**src/rtl/pgwr_pkg.sv**
```systemverilog
package pgwr_pkg;

  typedef enum logic {
    ST_IDLE = 1'b0,
    ST_FILL = 1'b1
  } fill_state_t;

  // Post-write in-page offset: wrapped start+count below a full page, start otherwise.
  function automatic int post_off(input int start_off, input int count, input int pw);
    int page_len;
    page_len = 1 << pw;
    if (count >= page_len) return start_off;
    return (start_off + count) % page_len;
  endfunction

  // Received-byte count that stops growing once a full page has been seen.
  function automatic int count_sat(input int count, input int pw);
    if (count >= (1 << pw)) return count;
    return count + 1;
  endfunction

endpackage

```
**src/rtl/pgwr_buf.sv**
```systemverilog
module pgwr_buf #(
  parameter int PAGE_W = 4,
  parameter int DATA_W = 8,
  localparam int PAGE = 1 << PAGE_W
) (
  input  logic                     clk,
  input  logic                     rst_n,
  input  logic                     clr,
  input  logic                     we,
  input  logic [PAGE_W-1:0]        waddr,
  input  logic [DATA_W-1:0]        wdata,
  output logic [PAGE*DATA_W-1:0]   page_o,
  output logic [PAGE-1:0]          mask_o
);

  for (genvar g = 0; g < PAGE; g++) begin : g_entry
    logic [DATA_W-1:0] entry;
    logic              vld;
    always_ff @(posedge clk or negedge rst_n) begin
      if (!rst_n) begin
        entry <= '0;
        vld   <= 1'b0;
      end else if (clr) begin
        vld   <= 1'b0;
      end else if (we && waddr == PAGE_W'(g)) begin
        entry <= wdata;
        vld   <= 1'b1;
      end
    end
    assign page_o[g*DATA_W +: DATA_W] = entry;
    assign mask_o[g]                  = vld;
  end

  // a written entry is flagged for commit
  a_r4_mask_follows_write: assert property (@(posedge clk) disable iff (!rst_n)
    (we && !clr) |=> mask_o[$past(waddr)]);

  // the latest byte to an entry is the one held
  a_r3_last_write_wins: assert property (@(posedge clk) disable iff (!rst_n)
    (we && !clr) |=> page_o[$past(waddr)*DATA_W +: DATA_W] == $past(wdata));

  // a fresh fill starts with an empty mask
  a_r2_clear_empties: assert property (@(posedge clk) disable iff (!rst_n)
    clr |=> mask_o == '0);

endmodule

```
**src/rtl/pgwr_timer.sv**
```systemverilog
module pgwr_timer #(
  parameter int WC_CYCLES = 1000000,
  localparam int CW = $clog2(WC_CYCLES + 1)
) (
  input  logic clk,
  input  logic rst_n,
  input  logic start,
  output logic busy
);

  logic [CW-1:0] cnt;

  always_ff @(posedge clk or negedge rst_n) begin
    if (!rst_n)          cnt <= '0;
    else if (start)      cnt <= CW'(WC_CYCLES);
    else if (cnt != '0)  cnt <= cnt - 1'b1;
  end

  assign busy = (cnt != '0);

  // a write cycle is never restarted from inside another
  a_r5_no_restart: assert property (@(posedge clk) disable iff (!rst_n)
    start |-> !busy);

  // a start always produces a busy window
  a_r5_start_busy: assert property (@(posedge clk) disable iff (!rst_n)
    start |=> busy);

endmodule

```
**src/rtl/pgwr_ctrl.sv**
```systemverilog
module pgwr_ctrl
  import pgwr_pkg::*;
#(
  parameter int ADDR_W    = 9,
  parameter int PAGE_W    = 4,
  parameter int WC_CYCLES = 1000000,
  localparam int PAGE     = 1 << PAGE_W,
  localparam int PG_W     = ADDR_W - PAGE_W
) (
  input  logic                 clk,
  input  logic                 rst_n,
  input  logic                 addr_load,
  input  logic [ADDR_W-1:0]    addr_in,
  input  logic                 data_vld,
  input  logic [7:0]           data_in,
  input  logic                 stop_evt,
  input  logic                 low_supply,
  output logic                 busy,
  output logic [ADDR_W-1:0]    ptr,
  output logic                 wr_en,
  output logic [PG_W-1:0]      wr_page,
  output logic [PAGE*8-1:0]    wr_data,
  output logic [PAGE-1:0]      wr_mask
);

  fill_state_t         state;
  logic [ADDR_W-1:0]   start_addr;
  logic [PAGE_W-1:0]   off;
  logic [PAGE_W:0]     cnt;

  // Named internal events
  logic ev_load, ev_byte, ev_stop, ev_commit;
  logic [PAGE_W-1:0] new_off;
  logic [PAGE_W:0]   cnt_next;

  assign ev_load   = addr_load && !busy;
  assign ev_byte   = data_vld && !busy && !addr_load && (state == ST_FILL);
  assign ev_stop   = stop_evt && !busy && !addr_load && !data_vld && (state == ST_FILL);
  assign ev_commit = ev_stop && (cnt != '0) && !low_supply;

  assign new_off  = PAGE_W'(post_off(int'(start_addr[PAGE_W-1:0]), int'(cnt), PAGE_W));
  assign cnt_next = (PAGE_W+1)'(count_sat(int'(cnt), PAGE_W));

  always_ff @(posedge clk or negedge rst_n) begin
    if (!rst_n) begin
      state      <= ST_IDLE;
      start_addr <= '0;
      off        <= '0;
      cnt        <= '0;
      ptr        <= '0;
      wr_en      <= 1'b0;
    end else begin
      wr_en <= ev_commit;
      if (ev_load) begin
        state      <= ST_FILL;
        start_addr <= addr_in;
        off        <= addr_in[PAGE_W-1:0];
        cnt        <= '0;
        ptr        <= addr_in;
      end else if (ev_byte) begin
        off <= off + 1'b1;
        cnt <= cnt_next;
      end else if (ev_stop) begin
        state <= ST_IDLE;
        if (ev_commit) ptr <= {start_addr[ADDR_W-1:PAGE_W], new_off};
      end
    end
  end

  assign wr_page = start_addr[ADDR_W-1:PAGE_W];

  pgwr_buf #(.PAGE_W(PAGE_W), .DATA_W(8)) u_buf (
    .clk    (clk),
    .rst_n  (rst_n),
    .clr    (ev_load),
    .we     (ev_byte),
    .waddr  (off),
    .wdata  (data_in),
    .page_o (wr_data),
    .mask_o (wr_mask)
  );

  pgwr_timer #(.WC_CYCLES(WC_CYCLES)) u_tmr (
    .clk   (clk),
    .rst_n (rst_n),
    .start (ev_commit),
    .busy  (busy)
  );

  // the commit strobe lasts one cycle
  a_r4_single_pulse: assert property (@(posedge clk) disable iff (!rst_n)
    wr_en |=> !wr_en);

  // busy rises together with the commit
  a_r4_busy_with_commit: assert property (@(posedge clk) disable iff (!rst_n)
    wr_en |-> busy);

  // a commit always carries at least one received byte
  a_r4_mask_nonempty: assert property (@(posedge clk) disable iff (!rst_n)
    wr_en |-> wr_mask != '0);

  // no commit is launched while a write cycle runs
  a_r5_no_commit_in_busy: assert property (@(posedge clk) disable iff (!rst_n)
    wr_en |-> !$past(busy));

  // the pointer is frozen during a write cycle
  a_r5_ptr_frozen: assert property (@(posedge clk) disable iff (!rst_n)
    (busy && $past(busy)) |-> $stable(ptr));

  // low supply at the stop blocks the commit
  a_r8_low_blocks: assert property (@(posedge clk) disable iff (!rst_n)
    wr_en |-> !$past(low_supply));

  // a stop with no data starts no write cycle
  a_r9_dummy_no_busy: assert property (@(posedge clk) disable iff (!rst_n)
    (ev_stop && cnt == '0) |=> !busy && !wr_en);

  // the offset changes only on load or byte events
  a_r2_offset_moves_on_byte: assert property (@(posedge clk) disable iff (!rst_n)
    (!ev_load && !ev_byte) |=> $stable(off));

endmodule

```
**config.mk**
```make
export PLATFORM = sky130hd
export DESIGN_NAME = pgwr_ctrl
export DESIGN_NICKNAME = d
export VERILOG_FILES = /design/src/rtl/pgwr_pkg.sv /design/src/rtl/pgwr_buf.sv /design/src/rtl/pgwr_timer.sv /design/src/rtl/pgwr_ctrl.sv
export SDC_FILE = /design/constraint.sdc
export NUM_CORES = 1
export LEC_CHECK = 0
export ABC_AREA = 1
export ABC_CLOCK_PERIOD_IN_PS = 5350
export BUFFER_PORTS_ARGS = -buffer_cell sky130_fd_sc_hd__buf_4
export CORE_MARGIN = 10
export CORE_UTILIZATION = 45
export DETAILED_ROUTE_END_ITERATION = 16
export HOLD_SLACK_MARGIN = 0.02
export PLACE_DENSITY = 0.69
export SETUP_SLACK_MARGIN = 0.3
export SLEW_MARGIN = 20
export SYNTH_ARGS = -nofsm -noshare
export SYNTH_HDL_FRONTEND = slang
export SYNTH_SLANG_ARGS = --single-unit
```
**constraint.sdc**
```tcl
create_clock -name clk -period 5.35 [get_ports clk]
set_clock_uncertainty 0.1 [all_clocks]
set_input_delay 0.535 -clock clk [delete_from_list [all_inputs] [get_ports clk]]
set_output_delay 0.535 -clock clk [all_outputs]
set_load 0.01 [all_outputs]
```
; ---- After elaboration in Yosys (flattened, before gate mapping)
; Index checks and enable logic that the tools add are counted.
[classes]
addsub = 4
order_cmp = 1
n_eq_ne = 17
muxes = 50
bitwise = 1
reduce_logical = 72
[ops]
columns = cell, n
row1 = $mux W20, 2
row2 = $reduce_bool A2 Y1, 20
row3 = $mux W1, 36
row4 = $mux W9, 4
row5 = $reduce_and A2 Y1, 18
row6 = $eq A4 B4 Y1 const B, 8
row7 = $logic_and A1 B1 Y1, 26
row8 = $mux W5, 4
row9 = $reduce_bool A20 Y1, 1
row10 = $sub A20 B1 Y20 const B, 1
row11 = $eq A4 B3 Y1 const B, 4
row12 = $mux W4, 4
row13 = $eq A4 B2 Y1 const B, 2
row14 = $add A5 B1 Y5 const B, 1
row15 = $ge A5 B5 Y1 const B, 1
row16 = $reduce_bool A5 Y1, 1
row17 = $add A4 B1 Y4 const B, 1
row18 = $add A4 B4 Y4, 1
row19 = $eq A4 B1 Y1 const B, 1
row20 = $logic_not A1 Y1, 4
row21 = $logic_not A4 Y1, 1
row22 = $ne A3 B3 Y1 const B, 1
row23 = $reduce_and A3 Y1, 1
row24 = $ne A2 B2 Y1 const B, 1
row25 = $not A1 Y1, 1
[word_totals]
register_bits = 193
in_bits = 23
wordCells = 184

; ---- Depth between registers and ports, before layout
; Gate-level depths: netlist (run 1).
[depth]
ltp_word = 12
mapped_depth = 12
depth_no_buf = 12

; ---- By module
; Synthesis (run 1) repeated with hierarchy kept, for this count alone.
[hier_totals]
hier_cells = 1025
hier_area_um2 = 8470.6
[by_module_without_submodules]
columns = mod, instances, cells_each, area_each_um2
row1 = pgwr_buf, 1, 644, 5642.9
row2 = pgwr_ctrl, 1, 181, 1497.7
row3 = pgwr_timer, 1, 200, 1330.0

; ---- Worst setup path before layout (run 1)
; OpenSTA, ideal clock, no wires.
[synth_timing]
path_kind = register to register
from = register u_tmr.cnt[0]
to = register u_buf.g_entry[10].entry[7]
t_arrival_ns = 1.753
slack_ns = 3.356
stages_incl_launch_ff = 13
synth_period_minus_slack_ns = 1.994
path_cell_list = dfrtp_1 > inv_1 > ha_1 > inv_1 > nor2_1 > nand3_1 > nor2_4 > nand3_4 > nor2_8 > nand2_4 > buf_6 > nand2_1 > o21ai_2
[synth_between]
elab_chain_len = 7
elab_cells_between_ends = 9
cone_classes = 1 x bitwise / 8 x reduce/logical
[synth_lines]
columns = element, line_no
row1 = "start, declared", pgwr_timer.sv:11  ; logic [CW-1:0] cnt;
row2 = "start signal, assigned", pgwr_timer.sv:15  ; else if (start) cnt <= CW'(WC_CYCLES);
row3 = "start signal, assigned", pgwr_timer.sv:16  ; else if (cnt != '0) cnt <= cnt - 1'b1;
row4 = $reduce_bool A20 Y1 (*), pgwr_timer.sv:19  ; assign busy = (cnt != '0);
row5 = $logic_not A1 Y1 (*), "pgwr_ctrl.sv:36, pgwr_ctrl.sv:37"
row6 = $logic_and A1 B1 Y1 (3 in a row), pgwr_ctrl.sv:37  ; assign ev_byte = data_vld && !busy && !addr_load && (state == ST_FILL);
row7 = $logic_and A1 B1 Y1, pgwr_buf.sv:25  ; end else if (we && waddr == PAGE_W'(g)) begin
row8 = $reduce_and A2 Y1 (no source line) (*), -
row9 = "end signal, assigned", pgwr_buf.sv:26  ; entry <= wdata;
row10 = "end, declared", pgwr_buf.sv:17  ; logic [DATA_W-1:0] entry;
; Mark *: on every way between the ends. The rest lies on a longest branch, timed or not.
; A chain may end at the register's enable or synchronous reset.

; ---- Final worst setup path (run 1)
[layout_timing]
from = register u_tmr.cnt[0]
to = register ptr[3]
[layout_between]
elab_chain_len = 10
elab_cells_between_ends = 17
cone_classes = 1 x eq/ne / 1 x mux / 15 x reduce/logical
[layout_lines]
columns = element, line_no
row1 = $reduce_bool A20 Y1 (*), pgwr_timer.sv:19
row2 = $logic_not A1 Y1 (*), "pgwr_ctrl.sv:36, pgwr_ctrl.sv:37, pgwr_ctrl.sv:38"
row3 = $logic_and A1 B1 Y1 (4 in a row), pgwr_ctrl.sv:38  ; assign ev_stop = stop_evt && !busy && !addr_load && !data_vld && (state == ST_FILL);
row4 = $logic_and A1 B1 Y1 (2 in a row), pgwr_ctrl.sv:39  ; assign ev_commit = ev_stop && (cnt != '0) && !low_supply;
row5 = $reduce_bool A2 Y1 (no source line), -
row6 = $reduce_and A3 Y1 (no source line), -
row7 = "end signal, assigned", pgwr_ctrl.sv:59  ; ptr <= addr_in;
row8 = "end signal, assigned", pgwr_ctrl.sv:65  ; if (ev_commit) ptr <= {start_addr[ADDR_W-1:PAGE_W], new_off};
row9 = "end, declared", pgwr_ctrl.sv:19  ; output logic [ADDR_W-1:0] ptr,
; Marks and branches as above.

==> results.yml, run 1 <==
cells_and_area:
  seq_area_sq_mm: 0.00483
  layout.cells.non_filler: 1409
  final_nets: 1161
  final_util: 0.551
  drive_gt1_frac: 0.322
  insertedDiodeCount: 0
  syn_to_final_growth_pct: 21.1
  multiInputGateArea_sq_mm: 0.00337
  postLayoutCellArea_sq_mm: 0.0111
  fillers: 1802
worst_hold_path:
  hp-class: "in -> async"
grt:
  grt_pass1_vias: 6534
  antenna_found_initial: 0
  use_met3: 0.0796
  grt_pass1_wl_mm: 37.2
  track_usage: 0.178
  overflow: 0
  use_met1: 0.221
  grt_max_degree: 111
  use_met2: 0.276
  grt.busiest_layer: "met2"
sta:
  slew_viol_final: 0
  rsz0062_at_grt: "no"
  period_share: 0.485
  setup_viol: 0
  fin_crit_ps: 2590
  whs_ps: 35.1
  fin_tns_setup_ps: 0
  worst_pin_slew_ps: 923
  relSlewSlack: 0.384
  timing.fmax_ghz: 0.385
  final_hold_viol_count: 0
  worst_slack_ps: 2760
route:
  drc: 0
  drtPass1Iterations: 5
  wire_per_inst_um: 16.5
  vias: 6537
  wl_mm: 23.2
  first_iter_violations: 412
  ant_nets: 0
  via_per_inst: 4.64
synthesis:
  postSynthAreaPerCell_sq_um: 9.38
  synth-async-reset-ratio: 1.00
  ys_dominant_reg_cell: "dfrtp_1"
  synth_most_common_cell: "nand2_1"
  synth_top_area_share: 0.529
  netlist_top_cells_count: "nand2_1, dfrtp_1, inv_1"
  synth-seq-cells: 193
  synthTopCellsByArea: "dfrtp_1, nand2_1, o21ai_2"
  syn_inst: 974
  ys_warn_count: 0
  syn_area_sq_mm: 0.00914
  mappedNetlistNets: 1009
  synth_edf_count: 0
  synth_cell_types: 33
  yosys.area.top_type: "dfrtp_1"
  synth-seq-area-share: 0.529
floorplan:
  num_rows: 52
  core-area_sq_mm: 0.0201
  pin_count: 183
  die-area_sq_mm: 0.0264
  start_util: 0.454
  die_h_um: 162
  die_w_um: 162
clock_network:
  cts-htree-levels: 4
  cts_buffers: 17
  clkTransAtPathRegs_ps: 70
  cts_buffer_depth: 2
  cts-root-buf: "clkbuf_16"
  cts-resized-gates: 0
  cts_setup_buffers: 0
  cts_tree: "built"
  hold_buffers: 0
  clock_sinks: 193
  clock_latency_ps: 430
worst_setup_path:
  crit_fanout: 13
  cp_slowest_cell: "nand2_1"
  crit_type: "reg -> reg"
  cp_cell_sequence: "inv_1, ha_1, inv_1, nor2_1, nand3_1, nor2_4, nand4_1, nand2_1, nand2_1, nor2_1, nor2_1"
  crit_top_cell: "nor2_1"
  critPathLaunchType: "register"
  critical_path_arrival_ps: 2820
  max_stage_delay_ps: 550
  end_kind: "register"
  cp.required_ps: 5570
power_and_ir_drop:
  ir_drop_mv: 0.228
  pwr-share-clk: 0.441
  pwr-share-comb: 0.042
  power.switching_mw: 0.717
  power_density_mw_per_mm2: 257
  seqPwrFrac: 0.517
  power_mw: 2.84
  p_int_mw: 2.13
  power_switching_share: 0.252
  p_leak_nw: 6.03
placement:
  pre_cts_slack_ps: 2750
  dp.final_hpwl_mm: 16.5
  place.gp.congestion: 0.832
  portBuffers: 182
  dp_cells: 1377
  postPlaceCellArea_sq_mm: 0.0105
run_status:
  status: "finished, final reports clean"
run:
  drv_cap: 0
critical path, delay by kind of cell (launching register included):
family / cells / cell delay, ps
buffers and inverters: 2 / 170
and+or+nand+nor: 8 / 1650
DFF: 1 / 360
adders and majority gates: 1 / 210
sequential cells by signal (all words and copies together) (netlist names):
| register | flops |
|---|---|
| wr_en | 1 |
| start_addr | 9 |
| u_buf.g_entry.entry | 128 |
| u_buf.g_entry.vld | 16 |
| u_tmr.cnt | 20 |
| ptr | 9 |
| state | 1 |
| off | 4 |
| cnt | 5 |
cell families after synthesis:
kind of cell | share of synthesized area
muxes | 0.00110
adders and majority gates | 0.0173
and+or+nand+nor | 0.225
buffers and inverters | 0.102
xor gates and xnor gates | 0.0144
AOI/OAI and AO/OA | 0.111
DFF | 0.529
worst paths after layout:
check	to	startpoint	cells after the start	slack, ps
min in group clk	u_buf.g_entry[5].entry[6]	data_in[6]	3	240
setup / recovery	ptr[3]	u_tmr.cnt[0]	11	2760
hold / removal	u_buf.g_entry[7].entry[3]	rst_n	1	40
hold reg to reg	u_buf.g_entry[12].vld	u_buf.g_entry[12].vld	2	380
max in group asynchronous	u_buf.g_entry[3].entry[7]	rst_n	2	4080
setup reg to reg	ptr[3]	u_tmr.cnt[0]	11	2760
cells in the final DEF, fill, tap and decap left out, drive strengths merged:
cell        n
clkinvlp    3
ha         11
mux2i       1
nand4       7
nor2       78
nand2     291
nor4        1
fa          1
o21ai     127
nor3        5
inv       152
o211ai      1
clkbuf     19
nand3      35
xor2       11
xnor2       4
nand3b      4
a21oi       7
dfrtp     193
clkinv      5
buf       183
metal layers:
metal	vias up	share of wire
met1	3044	0.42
met5	-	0
met2	176	0.46
met4	0	0.012
li1	3298	-
met3	19	0.11
power by group through the flow:
stage	combinational, mW	sequential [mW]	clock (mW)
floorplan	0.0582	1.50	0
global placement	0.124	1.50	0
detailed placement	0.125	1.50	0
CTS	0.125	1.47	1.29
global route	0.136	1.47	1.35
finish	0.120	1.47	1.25
layout make-up:
class | instances | area share
Clock buffer | 18 | 0.0397
Clock inverter | 14 | 0.0128
Inverter | 146 | 0.0496
Multi-Input combinational cell | 584 | 0.305
Sequential cell | 193 | 0.436
Tap cell | 270 | 0.0305
Timing Repair Buffer | 184 | 0.126
No activity file was read; power rests on OpenSTA's default activity.
==> run 2: changes to the inputs <==
ABC_CLOCK_PERIOD_IN_PS = 2200   (was 5350)
PLACE_DENSITY = 0.72   (was 0.69)
clock period = 2.2 ns   (was 5.35 ns; I/O delays follow)
==> results.yml, run 2 (same netlist as run 1, synthesis figures left out) <==
sta:
  slew_viol_final: 0
  whs_ps: 93.6
  timing.fmax_ghz: 0.477
  fin_crit_ps: 2090
  relSlewSlack: 0.622
  final_hold_viol_count: 0
  period_share: 0.952
  rsz0062_at_grt: "yes"
  setup_viol: 0
  fin_tns_setup_ps: 0
  worst_pin_slew_ps: 566
  worst_slack_ps: 105
cells_and_area:
  layout_common_cells: "buf_4, nand2_1, dfrtp_1, inv_1, o21ai_2"
  largest_reg_flops: 128
  insertedDiodeCount: 0
  syn_to_final_growth_pct: 44.9
  final_nets: 1295
  postLayoutCellArea_sq_mm: 0.0132
  reg.largest.list: "u_buf.g_entry.entry: 128 flops, u_tmr.cnt: 20 flops, u_buf.g_entry.vld: 16 flops"
  layout_commonest_cell: "buf_4"
  drive_gt1_frac: 0.451
  fillers: 1516
  top_register: "u_buf.g_entry.entry"
worst_setup_path:
  end_kind: "register"
  endpoint: "u_buf.g_entry[10].entry[3]"
  r2r_cells: 13
  critPathLaunchType: "register"
  rrSetupSlack_ps: 110
  rr_endpoint: "u_buf.g_entry[10].entry[3]"
  critical_path_arrival_ps: 2310
  cp-startpoint: "u_tmr.cnt[0]"
  crit_type: "reg -> reg"
  crit_fanout: 5
  cp.required_ps: 2420
  r2r-start: "u_tmr.cnt[0]"
floorplan:
  core-area_sq_mm: 0.0201
  num_rows: 52
  die_h_um: 162
  start_util: 0.454
  pin_count: 183
  die-area_sq_mm: 0.0264
  die_w_um: 162
route:
  top_layer: "met4"
  wl_mm: 28.5
  drtPass1Iterations: 6
  wl_met2_mm: 13.9
  first_iter_violations: 640
  drc: 0
  met1_length_mm: 11.6
  ant_nets: 0
  vias: 7666
  via_per_inst: 4.97
  wl_met3_mm: 2.64
  wire_per_inst_um: 18.5
grt:
  track_usage: 0.196
  grt_max_degree: 54
  overflow: 0
  antenna_found_initial: 0
  grt_pass1_wl_mm: 40.9
  grt_pass1_vias: 7148
placement:
  postPlaceCellArea_sq_mm: 0.0107
  pre_cts_slack_ps: 143
  portBuffers: 182
  place.gp.congestion: 0.857
  dp.final_hpwl_mm: 17.0
clock_network:
  clock_sinks: 193
  cts_tree: "built"
  cts-htree-levels: 4
  clock_latency_ps: 440
  cts-root-buf: "clkbuf_16"
  cts_buffers: 17
  cts_buffer_depth: 2
  clkTransAtPathRegs_ps: 70
power_and_ir_drop:
  p_leak_nw: 6.75
  power_mw: 7.53
  ir_drop_mv: 0.551
  power_density_mw_per_mm2: 569
worst_hold_path:
  hp-class: "in -> reg"
run_status:
  status: "finished, final reports clean"
run:
  drv_cap: 0
==> run 2: changes by cell type in the layout (fill, tap and decap cells not counted), moves of 18 or more <==
| cell | previous run | this run |
|---|---|---|
| buf_6 | 0 | 28 |
| buf_4 | 182 | 228 |
| dlygate4sd3_1 | 0 | 18 |
| buf_12 | 1 | 20 |
| nand2_8 | 0 | 24 |
| nand2_1 | 265 | 208 |
| nand2_2 | 12 | 54 |
==> run 2: critical path: stages, from the launching register on <==
cell and delay (ps):
dfrtp_1 400, inv_2 90, ha_4 140, inv_2 30, nor2_1 80, nand3_1 110
nor2_4 150, nand3_4 140, buf_4 190, nor2_8 180, buf_12 170, nand2_8 60
nand2_1 70, o21ai_2 50
==> run 2: where the power goes <==
part	internal (mW)	switching, mW
clock	2.02	1.49
combinational	0.147	0.303
sequential	3.56	0.0152
==> run 2: layer usage <==
layer,track usage,up-vias
met1,0.249,3755
met2,0.314,275
met4,0.0302,0
met5,0,-
met3,0.0796,32
li1,-,3604
==> run 2: what timing repair did <==
item	4_1_cts	5_1_grt
gates cloned	12	10
hold buffers	18	0
buffers inserted	32	46
pin swaps	32	30
hold endpoints to repair	84	0
endpoints found under the setup margin	162	182
gates resized for setup	56	109
==> run 2: cell type report <==
class / count / area (sq um) / area share
clock buffers: 19 / 453 / 0.0342
clock inverters: 13 / 216 / 0.0163
inverters: 146 / 549 / 0.0415
multi-input cells: 604 / 4160 / 0.314
flip-flops and latches: 193 / 4830 / 0.365
well taps: 270 / 338 / 0.0255
repair buffers: 298 / 2690 / 0.203
==> run 2: worst min-delay path by stage <==
stage / start / end / slack (ps) / cells past startpoint
floorplan: rst_n / cnt[0] / -180 / 0
global placement: rst_n / u_buf.g_entry[5].entry[1] / 130 / 1
detailed placement: rst_n / u_buf.g_entry[6].entry[1] / 130 / 1
CTS: low_supply / u_tmr.cnt[17] / 50 / 3
global route: low_supply / u_tmr.cnt[17] / 70 / 3
finish: low_supply / u_tmr.cnt[17] / 90 / 3
==> run 2: per-stage QoR <==
stage | utilization | instances
6_report | 0.659 | 1543
5_1_grt | 0.659 | 1543
2_1_floorplan | - | 974
3_5_place_dp | 0.530 | 1393
3_3_place_gp | 0.530 | 1393
4_1_cts | 0.611 | 1487
